==> src/rtl/serial_tx_pkg.sv <==
package serial_tx_pkg;
  localparam int unsigned DATA_W = 32;
  localparam int unsigned CODE_W = 3;
  localparam int unsigned FLEN_W = 7;
  localparam int unsigned BITS_W = 6;

  typedef struct packed {
    logic              dual;
    logic [FLEN_W-1:0] flen2;
    logic [CODE_W-1:0] code2;
    logic              ignore;
    logic [1:0]        delay;
    logic [FLEN_W-1:0] flen1;
    logic [CODE_W-1:0] code1;
  } tx_cfg_t;

  typedef enum logic [1:0] {ST_IDLE, ST_DLY, ST_SEND} tx_state_e;

  function automatic logic [BITS_W-1:0] wlen_bits(input logic [CODE_W-1:0] code);
    case (code)
      3'd0:    return 6'd8;
      3'd1:    return 6'd12;
      3'd2:    return 6'd16;
      3'd3:    return 6'd20;
      3'd4:    return 6'd24;
      default: return 6'd32;
    endcase
  endfunction
endpackage

==> src/rtl/serial_tx_cfg_dec.sv <==
module serial_tx_cfg_dec
  import serial_tx_pkg::*;
(
  input  logic [31:0] ctrl_i,
  output tx_cfg_t     cfg_o
);
  localparam int CODE1_LSB = 5;
  localparam int FLEN1_LSB = 8;
  localparam int DLY_LSB   = 16;
  localparam int IGN_BIT   = 18;
  localparam int CODE2_LSB = 21;
  localparam int FLEN2_LSB = 24;
  localparam int DUAL_BIT  = 31;

  always_comb begin
    cfg_o.code1  = ctrl_i[CODE1_LSB +: CODE_W];
    cfg_o.flen1  = ctrl_i[FLEN1_LSB +: FLEN_W];
    cfg_o.delay  = ctrl_i[DLY_LSB +: 2];
    cfg_o.ignore = ctrl_i[IGN_BIT];
    cfg_o.code2  = ctrl_i[CODE2_LSB +: CODE_W];
    cfg_o.flen2  = ctrl_i[FLEN2_LSB +: FLEN_W];
    cfg_o.dual   = ctrl_i[DUAL_BIT];
  end
endmodule

==> src/rtl/serial_tx_dreg.sv <==
module serial_tx_dreg #(
  parameter int unsigned DATA_W = 32
) (
  input  logic              clk_i,
  input  logic              rst_ni,
  input  logic              wr_i,
  input  logic [DATA_W-1:0] wr_data_i,
  input  logic              copy_i,
  output logic [DATA_W-1:0] data_o,
  output logic              req_o
);
  always_ff @(posedge clk_i or negedge rst_ni) begin
    if (!rst_ni) begin
      data_o <= '0;
      req_o  <= 1'b0;
    end else begin
      if (wr_i) data_o <= wr_data_i;
      if (wr_i)        req_o <= 1'b0;
      else if (copy_i) req_o <= 1'b1;
    end
  end

  AST_REQ_ON_COPY: assert property (@(posedge clk_i) disable iff (!rst_ni)
    copy_i && !wr_i |=> req_o);
endmodule

==> src/rtl/serial_tx_shifter.sv <==
module serial_tx_shifter #(
  parameter int unsigned DATA_W = 32,
  parameter int unsigned BITS_W = 6
) (
  input  logic              clk_i,
  input  logic              rst_ni,
  input  logic              load_i,
  input  logic              shift_i,
  input  logic              clear_i,
  input  logic [BITS_W-1:0] wbits_i,
  input  logic [DATA_W-1:0] data_i,
  output logic              sd_o
);
  localparam int unsigned SH_W = $clog2(DATA_W) + 1;

  logic [DATA_W-1:0] sh_q;
  logic [DATA_W-1:0] aligned;
  logic [SH_W-1:0]   sh_amt;

  // put the top bit of the active word at the MSB
  always_comb begin
    sh_amt  = SH_W'(DATA_W) - SH_W'(wbits_i);
    aligned = data_i << sh_amt;
  end

  always_ff @(posedge clk_i or negedge rst_ni) begin
    if (!rst_ni) begin
      sh_q <= '0;
      sd_o <= 1'b0;
    end else if (load_i) begin
      sd_o <= aligned[DATA_W-1];
      sh_q <= aligned << 1;
    end else if (shift_i) begin
      sd_o <= sh_q[DATA_W-1];
      sh_q <= sh_q << 1;
    end else if (clear_i) begin
      sd_o <= 1'b0;
    end
  end
endmodule

==> src/rtl/serial_tx_frame_ctl.sv <==
module serial_tx_frame_ctl
  import serial_tx_pkg::*;
(
  input  logic              clk_i,
  input  logic              rst_ni,
  input  logic              tick_i,
  input  logic              fsync_i,
  input  logic              xmit_en_i,
  input  tx_cfg_t           cfg_i,
  output logic              load_o,
  output logic              shift_o,
  output logic              clear_o,
  output logic [BITS_W-1:0] wbits_o,
  output logic              sync_err_o
);
  tx_state_e         state_q, state_n;
  logic              en_q;
  logic              ph2_q, ph2_n;
  logic [FLEN_W-1:0] word_q, word_n;
  logic [BITS_W-1:0] bits_q, bits_n;
  logic [BITS_W-1:0] wl_p1, wl_p2, wl_cur;
  logic [FLEN_W-1:0] flen_cur;
  logic word_done, last_in_phase, frame_end, free, early;

  always_comb begin
    wl_p1         = wlen_bits(cfg_i.code1);
    wl_p2         = wlen_bits(cfg_i.code2);
    wl_cur        = ph2_q ? wl_p2 : wl_p1;
    flen_cur      = ph2_q ? cfg_i.flen2 : cfg_i.flen1;
    word_done     = (state_q == ST_SEND) && (bits_q == '0);
    last_in_phase = (word_q == flen_cur);
    frame_end     = word_done && last_in_phase && (ph2_q || !cfg_i.dual);
    free          = (state_q == ST_IDLE) || frame_end;
    early         = tick_i && en_q && fsync_i && !free;
  end

  always_comb begin
    state_n = state_q;
    ph2_n   = ph2_q;
    word_n  = word_q;
    bits_n  = bits_q;
    load_o  = 1'b0;
    shift_o = 1'b0;
    clear_o = 1'b0;
    wbits_o = wl_cur;
    if (tick_i) begin
      if (!en_q) begin
        state_n = ST_IDLE;
        clear_o = 1'b1;
      end else if ((state_q == ST_SEND) && !word_done) begin
        shift_o = 1'b1;
        bits_n  = bits_q - 1'b1;
      end else if (word_done && !frame_end) begin
        load_o = 1'b1;
        if (last_in_phase) begin
          ph2_n   = 1'b1;
          word_n  = '0;
          wbits_o = wl_p2;
          bits_n  = wl_p2 - 1'b1;
        end else begin
          word_n = word_q + 1'b1;
          bits_n = wl_cur - 1'b1;
        end
      end else if (state_q == ST_DLY) begin
        load_o  = 1'b1;
        wbits_o = wl_p1;
        bits_n  = wl_p1 - 1'b1;
        state_n = ST_SEND;
      end else if (fsync_i) begin
        ph2_n  = 1'b0;
        word_n = '0;
        if (cfg_i.delay == 2'd0) begin
          load_o  = 1'b1;
          wbits_o = wl_p1;
          bits_n  = wl_p1 - 1'b1;
          state_n = ST_SEND;
        end else begin
          clear_o = 1'b1;
          state_n = ST_DLY;
        end
      end else begin
        state_n = ST_IDLE;
        clear_o = 1'b1;
      end
    end
  end

  always_ff @(posedge clk_i or negedge rst_ni) begin
    if (!rst_ni) begin
      state_q    <= ST_IDLE;
      en_q       <= 1'b0;
      ph2_q      <= 1'b0;
      word_q     <= '0;
      bits_q     <= '0;
      sync_err_o <= 1'b0;
    end else begin
      state_q <= state_n;
      ph2_q   <= ph2_n;
      word_q  <= word_n;
      bits_q  <= bits_n;
      if (tick_i) en_q <= xmit_en_i;
      if (tick_i && !xmit_en_i)        sync_err_o <= 1'b0;
      else if (early && !cfg_i.ignore) sync_err_o <= 1'b1;
    end
  end

  AST_ERR_ON_TICK: assert property (@(posedge clk_i) disable iff (!rst_ni)
    $rose(sync_err_o) |-> $past(tick_i));
  AST_ERR_STICKY: assert property (@(posedge clk_i) disable iff (!rst_ni)
    sync_err_o && !(tick_i && !xmit_en_i) |=> sync_err_o);
  AST_BITS_BOUND: assert property (@(posedge clk_i) disable iff (!rst_ni)
    (state_q == ST_SEND) |-> (bits_q < wl_cur));
  AST_ONE_ACTION: assert property (@(posedge clk_i) disable iff (!rst_ni)
    $onehot0({load_o, shift_o, clear_o}));
endmodule

==> src/rtl/serial_audio_tx.sv <==
module serial_audio_tx
  import serial_tx_pkg::*;
(
  input  logic              clk_i,
  input  logic              rst_ni,
  input  logic              bclk_en_i,
  input  logic              fsync_i,
  input  logic              xmit_en_i,
  input  logic [31:0]       ctrl_i,
  input  logic              wr_i,
  input  logic [DATA_W-1:0] wr_data_i,
  output logic              sd_o,
  output logic              req_o,
  output logic              sync_err_o
);
  tx_cfg_t           cfg;
  logic              load, shift, clear;
  logic [BITS_W-1:0] wbits;
  logic [DATA_W-1:0] hold_data;

  serial_tx_cfg_dec u_dec (
    .ctrl_i (ctrl_i),
    .cfg_o  (cfg)
  );

  serial_tx_frame_ctl u_ctl (
    .clk_i      (clk_i),
    .rst_ni     (rst_ni),
    .tick_i     (bclk_en_i),
    .fsync_i    (fsync_i),
    .xmit_en_i  (xmit_en_i),
    .cfg_i      (cfg),
    .load_o     (load),
    .shift_o    (shift),
    .clear_o    (clear),
    .wbits_o    (wbits),
    .sync_err_o (sync_err_o)
  );

  serial_tx_dreg #(.DATA_W(DATA_W)) u_dreg (
    .clk_i     (clk_i),
    .rst_ni    (rst_ni),
    .wr_i      (wr_i),
    .wr_data_i (wr_data_i),
    .copy_i    (load),
    .data_o    (hold_data),
    .req_o     (req_o)
  );

  serial_tx_shifter #(.DATA_W(DATA_W), .BITS_W(BITS_W)) u_shift (
    .clk_i   (clk_i),
    .rst_ni  (rst_ni),
    .load_i  (load),
    .shift_i (shift),
    .clear_i (clear),
    .wbits_i (wbits),
    .data_i  (hold_data),
    .sd_o    (sd_o)
  );

  AST_SD_QUIET: assert property (@(posedge clk_i) disable iff (!rst_ni)
    !bclk_en_i |=> $stable(sd_o));
  AST_REQ_DROP: assert property (@(posedge clk_i) disable iff (!rst_ni)
    wr_i |=> !req_o);
endmodule

==> config.mk <==
export PLATFORM = sky130hd
export DESIGN_NAME = serial_audio_tx
export DESIGN_NICKNAME = d
export VERILOG_FILES = /design/src/rtl/serial_tx_pkg.sv /design/src/rtl/serial_tx_cfg_dec.sv /design/src/rtl/serial_tx_dreg.sv /design/src/rtl/serial_tx_shifter.sv /design/src/rtl/serial_tx_frame_ctl.sv /design/src/rtl/serial_audio_tx.sv
export SDC_FILE = /design/constraint.sdc
export NUM_CORES = 1
export LEC_CHECK = 0
export BUFFER_PORTS_ARGS = -buffer_cell sky130_fd_sc_hd__buf_4
export CELL_PAD_IN_SITES_DETAIL_PLACEMENT = 1
export CELL_PAD_IN_SITES_GLOBAL_PLACEMENT = 1
export CORE_MARGIN = 3
export CORE_UTILIZATION = 48
export CTS_CLUSTER_SIZE = 20
export DETAILED_ROUTE_END_ITERATION = 12
export GPL_TIMING_DRIVEN = 0
export HOLD_SLACK_MARGIN = 0.1
export PLACE_DENSITY = 0.95
export SYNTH_ARGS = -nofsm -noshare
export SYNTH_HDL_FRONTEND = slang
export SYNTH_SLANG_ARGS = --single-unit
export TNS_END_PERCENT = 1
==> constraint.sdc <==
create_clock -name clk_i -period 5.9 [get_ports clk_i]
set_input_delay 1.18 -clock clk_i [delete_from_list [all_inputs] [get_ports clk_i]]
set_output_delay 1.18 -clock clk_i [all_outputs]
set_load 0.005 [all_outputs]
### After elaboration in Yosys (flattened, before gate mapping)

Index checks and enable logic that the tools add are counted.

| storage, ports and cells | value |
|---|---|
| flip-flop bits (word level) | 84 |
| bits in latches | 0 |
| RAM bits | 0 |
| ROM bits | 0 |
| output and inout port bits | 3 |
| word-level logic and storage cells | 125 |
| memories | 0 |

| cells by class | value |
|---|---|
| add/sub/neg operators | 6 |
| multiply operators | 0 |
| divide/modulo/power cells | 0 |
| magnitude comparators | 0 |
| eq/ne operators | 15 |
| shift operators | 1 |
| mux-type cells | 58 |
| bitwise gates (word level) | 1 |
| reductions and logical operators | 34 |

Operator list:

| operator | number |
|---|---|
| 2-to-1 mux 6 bit | 15 |
| 2-to-1 mux 32 bit | 2 |
| case mux 6 bit (5 select lines) | 2 |
| 2-to-1 mux 7 bit | 5 |
| << shifter 32 x 6 -> 32 bit | 1 |
| 2-to-1 mux 1 bit | 28 |
| subtractor 6 x 1 -> 6 bit, second input constant | 4 |
| == test 3 x 2 -> 1 bit, second input constant | 4 |
| 2-to-1 mux 2 bit | 6 |
| logical AND 1 bit | 10 |
| nonzero test 2 bit | 4 |
| nonzero test 4 bit | 2 |
| adder 7 x 1 -> 7 bit, second input constant | 1 |
| == test 7 bit | 1 |
| == test 3 x 1 -> 1 bit, second input constant | 2 |
| == test 3 bit, second input constant | 2 |
| zero test 1 bit | 6 |
| zero test 3 bit | 2 |
| zero test 6 bit | 1 |
| AND reduction 6 bit | 1 |
| subtractor 6 bit, first input constant | 1 |
| AND reduction 5 bit | 1 |
| zero test 2 bit | 2 |
| != test 2 x 1 -> 1 bit, second input constant | 2 |
| 8 further kinds | 10 |

### Depth between registers and ports, before layout

Gate-level depths: netlist of the first run.

| depth | value |
|---|---|
| word-level depth | 13 |
| depth in mapped cells | 18 |

### Cells and area by module

From an unflattened synthesis of the first run, not the netlist that was laid out.

| second synthesis, totals | value |
|---|---|
| cells, all modules | 647 |
| area total of the unflattened synthesis | 6,493.7 µm² |

Modules (own cells, without submodules):

| module | instances | cells an instance | area each (µm²) | seq. area each (µm²) |
|---|---|---|---|---|
| serial_tx_shifter | 1 | 367 | 3,374.5 | 800.8 |
| serial_tx_frame_ctl | 1 | 186 | 1,562.7 | 450.4 |
| serial_tx_dreg | 1 | 70 | 1,376.3 | 825.8 |
| serial_tx_cfg_dec | 1 | 24 | 180.2 | 0.0 |

### Least setup slack after synthesis of the first run

Ideal clock, no wire load.

| path | value |
|---|---|
| path kind | input port to flip-flop |
| start point | in ctrl_i[17] |
| end point | reg u_shift.sh_q[30] |
| setup time | 0.123 ns |
| arrival | 4.055 ns |
| required time | 5.777 ns |
| setup slack | 1.722 ns |
| stages | 14 |
| cell sequence | or3b_2 > a211oi_1 > a22oi_1 > a21oi_1 > a211o_1 > buf_2 > buf_4 > buf_4 > ha_1 > clkbuf_1 > clkbuf_1 > mux4_2 > nand2_1 > a21oi_1 |

| on the way | value |
|---|---|
| longest elaborated chain between the ends | 11 |
| elaborated cells on any way between the ends | 19 |
| classes of those cells | 1 x add/sub; 1 x shift; 15 x mux; 2 x reduce/logical |

Ends and longest elaborated chain:

| what | line | text |
|---|---|---|
| from (decl) | serial_audio_tx.sv:9 | `input logic [31:0] ctrl_i,` |
| zero test 2 bit (*) | serial_tx_frame_ctl.sv:72 | `if (cfg_i.delay == 2'd0) begin` |
| 2-to-1 mux 6 bit | serial_tx_frame_ctl.sv:72 |  |
| 2-to-1 mux 6 bit | serial_tx_frame_ctl.sv:69 | `end else if (fsync_i) begin` |
| 2-to-1 mux 6 bit | serial_tx_frame_ctl.sv:64 | `end else if (state_q == ST_DLY) begin` |
| 2-to-1 mux 6 bit | serial_tx_frame_ctl.sv:53 | `end else if (word_done && !frame_end) begin` |
| 2-to-1 mux 6 bit | serial_tx_frame_ctl.sv:50 | `end else if ((state_q == ST_SEND) && !word_done) begin` |
| 2-to-1 mux 6 bit | serial_tx_frame_ctl.sv:47 | `if (!en_q) begin` |
| 2-to-1 mux 6 bit | serial_tx_frame_ctl.sv:46 | `if (tick_i) begin` |
| subtractor 6 bit | serial_tx_shifter.sv:22 | `sh_amt = SH_W'(DATA_W) - SH_W'(wbits_i);` |
| << shifter 32 x 6 -> 32 bit | serial_tx_shifter.sv:23 | `aligned = data_i << sh_amt;` |
| 2-to-1 mux 32 bit | serial_tx_shifter.sv:30 | `end else if (load_i) begin` |
| to (signal assigned) | serial_tx_shifter.sv:32 | `sh_q <= aligned << 1;` |
| to (signal assigned) | serial_tx_shifter.sv:35 | `sh_q <= sh_q << 1;` |
| to (decl) | serial_tx_shifter.sv:16 | `logic [DATA_W-1:0] sh_q;` |

Every way passes the cells marked *; elsewhere a longest branch is shown, timed or not.
A chain may end at the register's enable or synchronous reset.

### Worst setup path in the final report of the first run

| path | value |
|---|---|
| start point | in ctrl_i[17] |
| end point | reg u_shift.sh_q[31] |

Same word-level chain as after synthesis.

==> results.sh, run 1 <==
export IMPL_outcome="complete, no violations"
export IMPL_ys_types=55
export IMPL_placementRows=36
export IMPL_core_area_um2=9950
export IMPL_finalSetupViolations=0
export IMPL_ant_nets=0
export IMPL_clkLatencyLatePin_ns=0.37
export IMPL_cts_inserted_buffers=9
export IMPL_finalCritPeriodShare_pct=81.6
export IMPL_worst_endpoint_arrival_ns=5.08
export IMPL_remaining_drc_errors=0
export IMPL_vias_per_cell=6.52
export IMPL_grt_start_max_net_pins=84
export IMPL_fin_crit_ns=4.81
export IMPL_report_power_total_mw=2.13
export IMPL_worst_setup_path_end_kind="flop"
export IMPL_num_vias=4785
export IMPL_hpwl_mm=12.1
export IMPL_worst_ep_required_time_ns=6.16
export IMPL_skew_ns=0.0169
export IMPL_post_synth_inst_count=522
export IMPL_pin_count=73
export IMPL_slowest_stage="clkbuf_1"
export IMPL_power_density_nw_per_um2=364
export IMPL_power_frac_clock_pct=18.4
export IMPL_hold_path_class="flop to flop"
export IMPL_cap_violations=0
export IMPL_power_leakage_nw=2.56
export IMPL_p_sw_share_pct=42.0
export IMPL_cts_tree="yes"
export IMPL_internal_power_mw=1.24
export IMPL_number_of_flops_mapped_to_enable_cells_by_yosys=0
export IMPL_synth_async_reset_ratio_pct=100
export IMPL_area_occupied_by_multi_input_gates_um2=2720
export IMPL_grt_pass1_vias=5065
export IMPL_syn_area_per_cell_um2=9.62
export IMPL_total_of_cells_resized_after_clock_tree_synthesis=0
export IMPL_port_buffer_count=63
export IMPL_areaGrowthSynthToFinish_pct=16.4
export IMPL_synth_top_cells_by_area="dfrtp_1 (41%), mux2_2 (8.1%), mux2i_1 (6.8%)"
export IMPL_yosys_area_top_type_share_pct=41.4
export IMPL_path_common_cell="buf_4"
export IMPL_seq_area_frac_synth_pct=41.4
export IMPL_unrepaired_setup_endpoints_after_global_routing="no"
export IMPL_chipWidth_um=108
export IMPL_final_core_util_pct=58.7
export IMPL_grt_first_pass_wirelength_mm=26.9
export IMPL_netlist_top_cells_count="dfrtp_1 (83), a21oi_1 (51), nor2_1 (39)"
export IMPL_crit_type="primary input to flop"
export IMPL_post_route_cells_drive_above_1_share_pct=23.8
export IMPL_cp_buffers_inverters=6
export IMPL_grt_antenna_before_repair=0
export IMPL_grt_overflow_total=0
export IMPL_gpl_final_weighted_congestion=0.942
export IMPL_nNetsFinal=670
export IMPL_synth_largest_area_cell="dfrtp_1"
export IMPL_worstPathCellList="buf_4, or3b_2, a211oi_1, a22oi_1, a21oi_1, a211o_1, buf_2, buf_4, buf_4, ha_1, clkbuf_1, clkbuf_1, mux2i_1, nor3_1, nor3_1"
export IMPL_share_seq_of_total_power_pct=39.3
export IMPL_chipHeight_um=108
export IMPL_routedWlPerCell_um=23.0
export IMPL_clockBufferDepth=2
export IMPL_worst_path_largest_cell_delay_ns=0.52
export IMPL_die_outline_area_um2=11700
export IMPL_drtIter0Drc=364
export IMPL_worstSetupStartpointType="primary input"
export IMPL_max_slew_worst_pin_slew_ns=1.07
export IMPL_comb_power_share_pct=42.3
export IMPL_number_of_inserted_diodes=0
export IMPL_ctsHtreeMaxLevel=3
export IMPL_fin_worst_hold_slack_ns=0.495
export IMPL_fin_tns_setup_ns=0
export IMPL_fmax_mhz=208
export IMPL_fin_area_um2=5840
export IMPL_globalRouteTotalUtil_pct=29.8
export IMPL_clock_sinks=83
export IMPL_finalHoldViolCount=0
export IMPL_synthesis_area_um2=5020
export IMPL_critPathMaxFanout=10
export IMPL_filler_cell_count=1165
export IMPL_initial_utilization_pct=50.4
export IMPL_synthMostInstantiatedCell="dfrtp_1"
export IMPL_postPlaceCellArea_um2=5660
export IMPL_mappedNetlistNets=596
export IMPL_cpLargestDelayFamily="buffers and inverters"
export IMPL_drt_first_pass_iters=6
export IMPL_max_slew_margin_pct=28.8
export IMPL_cts_setup_buffers=0
export IMPL_yosys_warnings=0
export IMPL_net_switching_power_uw=894
export IMPL_report_final_slew_viol_count=0
export IMPL_wl_mm=16.8
export IMPL_ys_seq_elements=83
export IMPL_vdd_ir_drop_max_uv=185
export IMPL_cts_hold_buf=0
export IMPL_cts_root_buf="clkbuf_8"
export IMPL_final_seq_area_um2=2080
export IMPL_synthFlopType="dfrtp_1"
export IMPL_clk_pin_slew_ns=0.08
## final timing paths
check	from	end	cells after the start	slack, ns
min in group asynchronous	rst_ni	u_ctl.sync_err_o	1	0.98
worst min-delay path	u_shift.sh_q[1]	u_shift.sh_q[1]	2	0.50
max in group asynchronous	rst_ni	u_dreg.data_o[8]	1	4.22
worst max register to register	u_ctl.bits_q[0]	u_shift.sh_q[31]	16	1.30
worst min register to register	u_shift.sh_q[1]	u_shift.sh_q[1]	2	0.50
worst max-delay path	ctrl_i[17]	u_shift.sh_q[31]	15	1.09
## kinds of logic (layout without fill, tap and decap cells)
logic type      after synthesis  in the layout  share of synthesized area [%]
compound gates              149            149                           18.6
xor+xnor                     11             11                           2.22
fa+ha+maj                     4              4                          0.997
buf+inv                      47            126                           4.54
flops                        83             83                           41.4
mux                          76             76                           17.5
simple gates                152            152                           14.8
## power groups by stage
| stage | combinational (mW) | sequential (mW) | clock [mW] |
|---|---|---|---|
| floorplan | 0.607 | 0.796 | 0 |
| global placement | 0.793 | 0.821 | 0 |
| detailed placement | 0.853 | 0.837 | 0 |
| CTS | 0.881 | 0.831 | 0.395 |
| global route | 0.962 | 0.851 | 0.421 |
| finish | 0.900 | 0.838 | 0.392 |
## registers in the layout, summed over array words and instances, names as in the netlist
name,count
u_dreg.data_o,32
u_ctl.sync_err_o,1
u_ctl.bits_q,6
u_shift.sh_q,31
u_ctl.ph2_q,1
u_shift.sd_o,1
u_ctl.en_q,1
u_ctl.state_q,2
u_dreg.req_o,1
u_ctl.word_q,7
## routing by layer
layer  routed length (um)  up-vias  track usage, %  share of wire, %
met4                  701        0            13.0               4.2
li1                     -     2075               -                 -
met3                 1140       79            7.34               6.7
met1                 6510     2389            35.4                39
met5                    0        -               0                 0
met2                 8490      242            51.5                50
## stage by stage
step / instances / worst slack (ns)
floorplan: 522 / 1.72
global placement: 718 / 0.998
detailed placement: 718 / 0.870
CTS: 734 / 1.10
global route: 734 / 0.866
finish: 734 / 1.09
## worst reg2reg max path, cell delays in order, from the launching register on
cell and delay [ns]:
dfrtp_1 0.40, inv_1 0.08, ha_1 0.20, nor3b_2 0.39
and3_1 0.22, buf_2 0.22, nand3_1 0.10, a31oi_1 0.24
o2bb2ai_1 0.12, a221o_1 0.34, buf_2 0.18, ha_1 0.28
clkbuf_1 0.43, clkbuf_1 0.52, mux2i_1 0.46, nor3_1 0.08
nor3_1 0.25
## layout make-up
cell class | instances | share of cell area [%]
clock inverter | 6 | 0.792
clock buffer | 10 | 2.35
timing repair buffer | 63 | 8.09
buffer | 36 | 3.19
tap | 133 | 2.85
inverter | 11 | 0.706
sequential | 83 | 35.5
multi-input combinational | 392 | 46.5
## cells in the final DEF, fill, tap and decap left out, types with 5 or more instances in the layout
cell type	synthesis	final
a21oi_1	51	51
a31oi_1	9	9
a32oi_1	5	5
and3_1	5	5
buf_2	5	5
buf_4	4	67
clkbuf_1	22	22
clkbuf_8	0	10
dfrtp_1	83	83
inv_1	11	11
mux2_2	36	36
mux2i_1	34	34
mux4_2	6	6
nand2_1	34	34
nand2b_1	9	9
nand3_1	21	21
nor2_1	39	39
nor2b_1	6	6
nor3_1	18	18
o21ai_0	30	30
o22ai_1	19	19
or3_1	6	6
xor2_1	9	9
Power figures use the tool's default switching activity.
==> run 2, diff against run 1 <==
--- a/config.mk
+++ b/config.mk
@@ -9,12 +9,12 @@
 export CELL_PAD_IN_SITES_DETAIL_PLACEMENT = 1
 export CELL_PAD_IN_SITES_GLOBAL_PLACEMENT = 1
 export CORE_MARGIN = 3
-export CORE_UTILIZATION = 48
+export CORE_UTILIZATION = 45
 export CTS_CLUSTER_SIZE = 20
 export DETAILED_ROUTE_END_ITERATION = 12
 export GPL_TIMING_DRIVEN = 0
 export HOLD_SLACK_MARGIN = 0.1
-export PLACE_DENSITY = 0.95
+export PLACE_DENSITY = 0.93
 export SYNTH_ARGS = -nofsm -noshare
 export SYNTH_HDL_FRONTEND = slang
 export SYNTH_SLANG_ARGS = --single-unit
==> constraint.sdc (replaced) <==
create_clock -name clk_i -period 4.6 [get_ports clk_i]
set_input_delay 0.92 -clock clk_i [delete_from_list [all_inputs] [get_ports clk_i]]
set_output_delay 0.92 -clock clk_i [all_outputs]
set_load 0.005 [all_outputs]
==> run 2 against run 1 <==
Net effect: routed wire length decreased by 2.9%; clock skew fell by 0.0040 ns; utilization is 3.4 points lower; clock power increased by 40%; total power increased by 29%.
==> results.sh, run 2 (synthesis gave the netlist of run 1 again) <==
export IMPL_fin_crit_ns=4.32
export IMPL_core_area_um2=10600
export IMPL_postPlaceCellArea_um2=5660
export IMPL_unrepaired_setup_endpoints_after_global_routing="no"
export IMPL_layout_cells_most_common="dfrtp_1"
export IMPL_slowest_stage="ha_1"
export IMPL_post_route_cells_drive_above_1_share_pct=24.0
export IMPL_clkLatencyLatePin_ns=0.37
export IMPL_globalRouteTotalUtil_pct=26.7
export IMPL_largest_register_ffs=32
export IMPL_p_sw_share_pct=40.8
export IMPL_cpLargestDelayFamily="compound AO/OA/AOI/OAI gates"
export IMPL_dpl_cell_count=721
export IMPL_ctsHtreeMaxLevel=3
export IMPL_nNetsFinal=669
export IMPL_clk_pin_slew_ns=0.08
export IMPL_worst_path_largest_cell_delay_ns=0.57
export IMPL_hold_path_class="flop to flop"
export IMPL_power_leakage_nw=2.57
export IMPL_net_switching_power_mw=1.12
export IMPL_share_seq_of_total_power_pct=38.4
export IMPL_worst_endpoint_arrival_ns=4.61
export IMPL_regMostFlops="u_dreg.data_o"
export IMPL_initial_utilization_pct=47.4
export IMPL_ant_nets=0
export IMPL_cts_inserted_buffers=9
export IMPL_fin_worst_hold_slack_ns=0.492
export IMPL_clock_sinks=83
export IMPL_crit_type="flop to flop"
export IMPL_die_outline_area_um2=12500
export IMPL_max_slew_worst_pin_slew_ns=1.09
export IMPL_cts_tree="yes"
export IMPL_critPathMaxFanout=10
export IMPL_finalSetupViolations=0
export IMPL_regToRegSetupSlack_ns=0.28
export IMPL_num_vias=4586
export IMPL_placementRows=37
export IMPL_setup_slack_ns=0.281
export IMPL_port_buffer_count=63
export IMPL_final_core_util_pct=55.3
export IMPL_uppermost_layer_routed="met4"
export IMPL_pre_cts_slack_ns=-0.296
export IMPL_cts_root_buf="clkbuf_8"
export IMPL_fmax_mhz=232
export IMPL_grt_antenna_before_repair=0
export IMPL_chipHeight_um=112
export IMPL_number_of_inserted_diodes=0
export IMPL_remaining_drc_errors=0
export IMPL_report_final_slew_viol_count=0
export IMPL_gpl_final_weighted_congestion=0.897
export IMPL_grt_first_pass_wirelength_mm=26.5
export IMPL_report_power_total_mw=2.75
export IMPL_max_slew_margin_pct=27.4
export IMPL_filler_cell_count=1233
export IMPL_routedWlPerCell_um=22.2
export IMPL_wl_mm=16.4
export IMPL_fin_tns_setup_ns=0
export IMPL_vias_per_cell=6.23
export IMPL_met2_wirelength_mm=8.08
export IMPL_grt_start_max_net_pins=84
export IMPL_comb_power_share_pct=41.6
export IMPL_chipWidth_um=112
export IMPL_hpwl_mm=12.2
export IMPL_drt_first_pass_iters=5
export IMPL_worstSetupStartpointType="flop"
export IMPL_cap_violations=0
export IMPL_wl_met1_mm=6.80
export IMPL_outcome="complete, no violations"
export IMPL_final_cell_count_no_fill=736
export IMPL_metal3_wl_um=924
export IMPL_power_frac_clock_pct=20.0
export IMPL_areaGrowthSynthToFinish_pct=16.8
export IMPL_finalCritPeriodShare_pct=93.9
export IMPL_power_density_nw_per_um2=469
export IMPL_cts_hold_buf=0
export IMPL_layout_cells_most_common_list="dfrtp_1 (83), buf_4 (67), a21oi_1 (51), nor2_1 (39), mux2_2 (36)"
export IMPL_fin_area_um2=5860
export IMPL_grt_overflow_total=0
export IMPL_worstPathCellList="inv_1, ha_1, nor3b_2, a21o_1, nand2_1, o2bb2ai_1, a211o_1, buf_2, buf_4, buf_4, ha_1, clkbuf_2, mux2i_1, a21oi_1, a21oi_1"
export IMPL_skew_ns=0.0129
export IMPL_finalHoldViolCount=0
export IMPL_cp_buffers_inverters=5
export IMPL_grt_pass1_vias=4913
export IMPL_vdd_ir_drop_max_uv=291
export IMPL_clockBufferDepth=2
export IMPL_layout_top_registers="u_dreg.data_o x32, u_shift.sh_q x31, u_ctl.word_q x7"
export IMPL_drtIter0Drc=274
export IMPL_internal_power_mw=1.63
export IMPL_worst_ep_required_time_ns=4.89
export IMPL_pin_count=73
export IMPL_worst_setup_path_end_kind="flop"
run 2: cell types whose count changed in the layout (fill, tap and decap cells not counted):
| cell | change |
|---|---|
| clkbuf_2 | +2 |
| inv_6 | +1 |
| bufinv_16 | +1 |
| clkinvlp_4 | -1 |
| clkbuf_8 | -1 |
| clkbuf_1 | -2 |
| clkinv_2 | -1 |
run 2: cell type report:
class / count / area [um^2] / share of cell area [%]
repair buffers: 63 / 473 / 8.07
clock inverters: 6 / 72.6 / 1.24
plain buffers: 35 / 185 / 3.16
multi-input cells: 392 / 2720 / 46.3
well taps: 136 / 170 / 2.90
clock buffers: 10 / 128 / 2.18
flip-flops and latches: 83 / 2080 / 35.4
inverters: 11 / 41.3 / 0.704
run 2: power groups by stage:
stage               logic [mW]  registers [mW]  clock network (mW)
finish                    1.14            1.06               0.550
global route              1.24            1.08               0.589
CTS                       1.13            1.05               0.557
detailed placement        1.10            1.07                   0
global placement          1.02            1.05                   0
floorplan                0.779            1.02                   0
run 2: what timing repair did:
action,4_1_cts,5_1_grt
resized for setup,2,0
gates cloned,0,0
buffers inserted,0,0
endpoints found under the setup margin,2,18
pin swaps,0,0
run 2: path summary, 6_finish.rpt:
path,startpoint,end,cells after the start
worst max-delay path,u_ctl.bits_q[0],u_shift.sh_q[30],15
worst min-delay path,u_shift.sh_q[1],u_shift.sh_q[1],2
worst max register to register,u_ctl.bits_q[0],u_shift.sh_q[30],15
worst min register to register,u_shift.sh_q[1],u_shift.sh_q[1],2
max in group asynchronous,rst_ni,u_ctl.word_q[4],1
min in group asynchronous,rst_ni,u_ctl.state_q[0],1
run 2: tightest hold or removal path: cells and delay by family, from the launching register on:
| kind | cells | cell delay (ns) |
|---|---|---|
| flip-flops | 1 | 0.35 |
| AND/OR/NAND/NOR | 2 | 0.12 |
run 2: layer usage:
metal | track usage, % | up-vias
met3 | 6.79 | 50
met1 | 33.5 | 2299
li1 | - | 2065
met2 | 44.0 | 172
met4 | 10.6 | 0
met5 | 0 | -
==> run 3, diff against run 2 <==
--- a/config.mk
+++ b/config.mk
@@ -8,7 +8,6 @@
 export BUFFER_PORTS_ARGS = -buffer_cell sky130_fd_sc_hd__buf_4
 export CELL_PAD_IN_SITES_DETAIL_PLACEMENT = 1
 export CELL_PAD_IN_SITES_GLOBAL_PLACEMENT = 1
-export CORE_MARGIN = 3
 export CORE_UTILIZATION = 45
 export CTS_CLUSTER_SIZE = 20
 export DETAILED_ROUTE_END_ITERATION = 12
==> run 3 against run 2 <==
Net effect: cell count grew 0.54%; global-route usage rose by 2.0 points; via count down 1.7%; worst hold slack improved by 0.0085 ns; maximum frequency is 2.1% higher; first-iteration DRC count fell by 20%; routed wire length shrank 4.9%; combinational power is essentially flat; register-to-register slack better by 0.09 ns; critical path depth shrank 1; flip-flop and latch count unchanged; non-clock buffer count stayed put.
==> results.sh, run 3 (synthesis gave the netlist of run 1 again) <==
export IMPL_outcome="complete, no violations"
export IMPL_worstPathCellList="inv_1, ha_1, nor3b_2, a21oi_1, or3_1, a21o_1, o2bb2ai_1, a221o_1, buf_2, ha_1, clkbuf_2, o21ai_0, nand3_1, a21oi_1"
export IMPL_remaining_drc_errors=0
export IMPL_cpLargestDelayFamily="compound AO/OA/AOI/OAI gates"
export IMPL_pin_count=73
export IMPL_finalSetupViolations=0
export IMPL_ctsHtreeMaxLevel=3
export IMPL_drt_first_pass_iters=5
export IMPL_layout_cells_most_common_list="dfrtp_1 (83), buf_4 (67), a21oi_1 (51), nor2_1 (39), mux2_2 (36)"
export IMPL_initial_utilization_pct=46.3
export IMPL_slowest_stage="o21ai_0"
export IMPL_net_switching_power_mw=1.15
export IMPL_port_buffer_count=63
export IMPL_final_seq_area_um2=2080
export IMPL_grt_antenna_before_repair=0
export IMPL_ant_nets=0
export IMPL_regMostFlops="u_dreg.data_o"
export IMPL_nNetsFinal=669
export IMPL_skew_ns=0.0122
export IMPL_grt_first_pass_wirelength_mm=25.2
export IMPL_cts_setup_buffers=0
export IMPL_crit_end="u_shift.sh_q[10]"
export IMPL_worst_endpoint_arrival_ns=4.54
export IMPL_core_area_um2=10800
export IMPL_clk_pin_slew_ns=0.10
export IMPL_p_sw_share_pct=41.2
export IMPL_areaGrowthSynthToFinish_pct=17.2
export IMPL_drtIter0Drc=218
export IMPL_vias_per_cell=6.09
export IMPL_max_slew_worst_pin_slew_ns=1.08
export IMPL_number_of_inserted_diodes=0
export IMPL_gpl_final_weighted_congestion=0.902
export IMPL_power_density_nw_per_um2=474
export IMPL_die_outline_area_um2=11600
export IMPL_worstSetupStartpointType="flop"
export IMPL_r2r_end="u_shift.sh_q[10]"
export IMPL_worst_path_largest_cell_delay_ns=0.55
export IMPL_vdd_ir_drop_max_uv=240
export IMPL_hold_path_class="flop to flop"
export IMPL_cts_inserted_buffers=9
export IMPL_fmax_mhz=236
export IMPL_layout_cells_most_common="dfrtp_1"
export IMPL_cts_root_buf="clkbuf_8"
export IMPL_layout_top_registers="u_dreg.data_o x32, u_shift.sh_q x31, u_ctl.word_q x7"
export IMPL_clock_sinks=83
export IMPL_max_slew_margin_pct=27.8
export IMPL_num_vias=4509
export IMPL_grt_start_max_net_pins=84
export IMPL_setup_worst_path_start="u_ctl.bits_q[0]"
export IMPL_routedWlPerCell_um=21.0
export IMPL_regToRegSetupSlack_ns=0.37
export IMPL_placementRows=38
export IMPL_filler_cell_count=1263
export IMPL_cts_hold_buf=0
export IMPL_crit_type="flop to flop"
export IMPL_worst_setup_path_end_kind="flop"
export IMPL_critical_path_cell_count=14
export IMPL_report_power_total_mw=2.79
export IMPL_power_frac_clock_pct=21.3
export IMPL_hpwl_mm=11.5
export IMPL_wl_mm=15.6
export IMPL_clockBufferDepth=2
export IMPL_worst_ep_required_time_ns=4.91
export IMPL_finalCritPeriodShare_pct=92.0
export IMPL_share_seq_of_total_power_pct=38.1
export IMPL_finalHoldViolCount=0
export IMPL_total_of_cells_resized_after_clock_tree_synthesis=0
export IMPL_cts_tree="yes"
export IMPL_grt_pass1_vias=4772
export IMPL_internal_power_mw=1.64
export IMPL_critPathMaxFanout=10
export IMPL_cp_buffers_inverters=3
export IMPL_clkLatencyLatePin_ns=0.39
export IMPL_unrepaired_setup_endpoints_after_global_routing="no"
export IMPL_post_route_cells_drive_above_1_share_pct=24.2
export IMPL_largest_register_ffs=32
export IMPL_power_leakage_nw=2.58
export IMPL_area_occupied_by_multi_input_gates_um2=2720
export IMPL_worst_r2r_cell_count=14
export IMPL_globalRouteTotalUtil_pct=28.7
export IMPL_fin_crit_ns=4.23
export IMPL_fin_worst_hold_slack_ns=0.501
export IMPL_report_final_slew_viol_count=0
export IMPL_grt_overflow_total=0
export IMPL_rr_startpoint="u_ctl.bits_q[0]"
export IMPL_comb_power_share_pct=40.6
export IMPL_chipHeight_um=108
export IMPL_chipWidth_um=108
export IMPL_cap_violations=0
run 3: metal layers:
layer	vias to the layer above	GRT usage [%]	wire length (um)	share of wire [%]
li1	2071	-	-	-
met1	2265	35.8	6560	42
met2	140	51.4	8060	52
met3	33	4.06	669	4.3
met4	0	8.12	273	1.8
met5	-	0	0	0
run 3: worst min-delay path by stage:
stage / from / to / slack (ns) / cells after the start
after global placement: u_shift.sh_q[1] / u_shift.sh_q[1] / 0.47 / 2
final: u_shift.sh_q[3] / u_shift.sh_q[3] / 0.50 / 2
after global routing: u_shift.sh_q[3] / u_shift.sh_q[3] / 0.53 / 2
after CTS: u_shift.sh_q[3] / u_shift.sh_q[3] / 0.50 / 2
after floorplan: u_shift.sh_q[1] / u_shift.sh_q[1] / 0.45 / 2
after detailed placement: u_shift.sh_q[3] / u_shift.sh_q[3] / 0.48 / 2
run 3: tightest hold or removal path, stage by stage, from the launching register on:
cell	delay, ns
dfrtp_1	0.35
a32oi_1	0.06
nand2_1	0.06
run 3: power groups by stage:
stage / Combinational (mW) / Clock [mW] / Sequential, mW
after floorplan: 0.779 / 0 / 1.02
after global placement: 1.03 / 0 / 1.05
after detailed placement: 1.10 / 0 / 1.07
after CTS: 1.12 / 0.596 / 1.06
after global routing: 1.22 / 0.618 / 1.08
final: 1.13 / 0.593 / 1.06
run 3: final cells by class:
| cell class | instances | share of cell area [%] |
|---|---|---|
| plain buffers | 35 | 3.15 |
| clock buffers | 9 | 2.10 |
| clock inverters | 7 | 1.59 |
| inverters | 11 | 0.702 |
| multi-input cells | 392 | 46.2 |
| flip-flops and latches | 83 | 35.3 |
| well taps | 140 | 2.98 |
| repair buffers | 63 | 8.04 |
run 3: metrics by stage:
step                TNS, ns  cells  setup slack (ns)  area [um^2]  utilization [%]
detailed placement    -1.09    725            -0.226         5670             52.3
floorplan                 0    522             0.682         5020                -
finish                    0    740             0.368         5890             54.3
CTS                       0    741            0.0957         5890             54.3
global placement    -0.0765    725           -0.0504         5670             52.3
global route              0    740            0.0534         5890             54.3
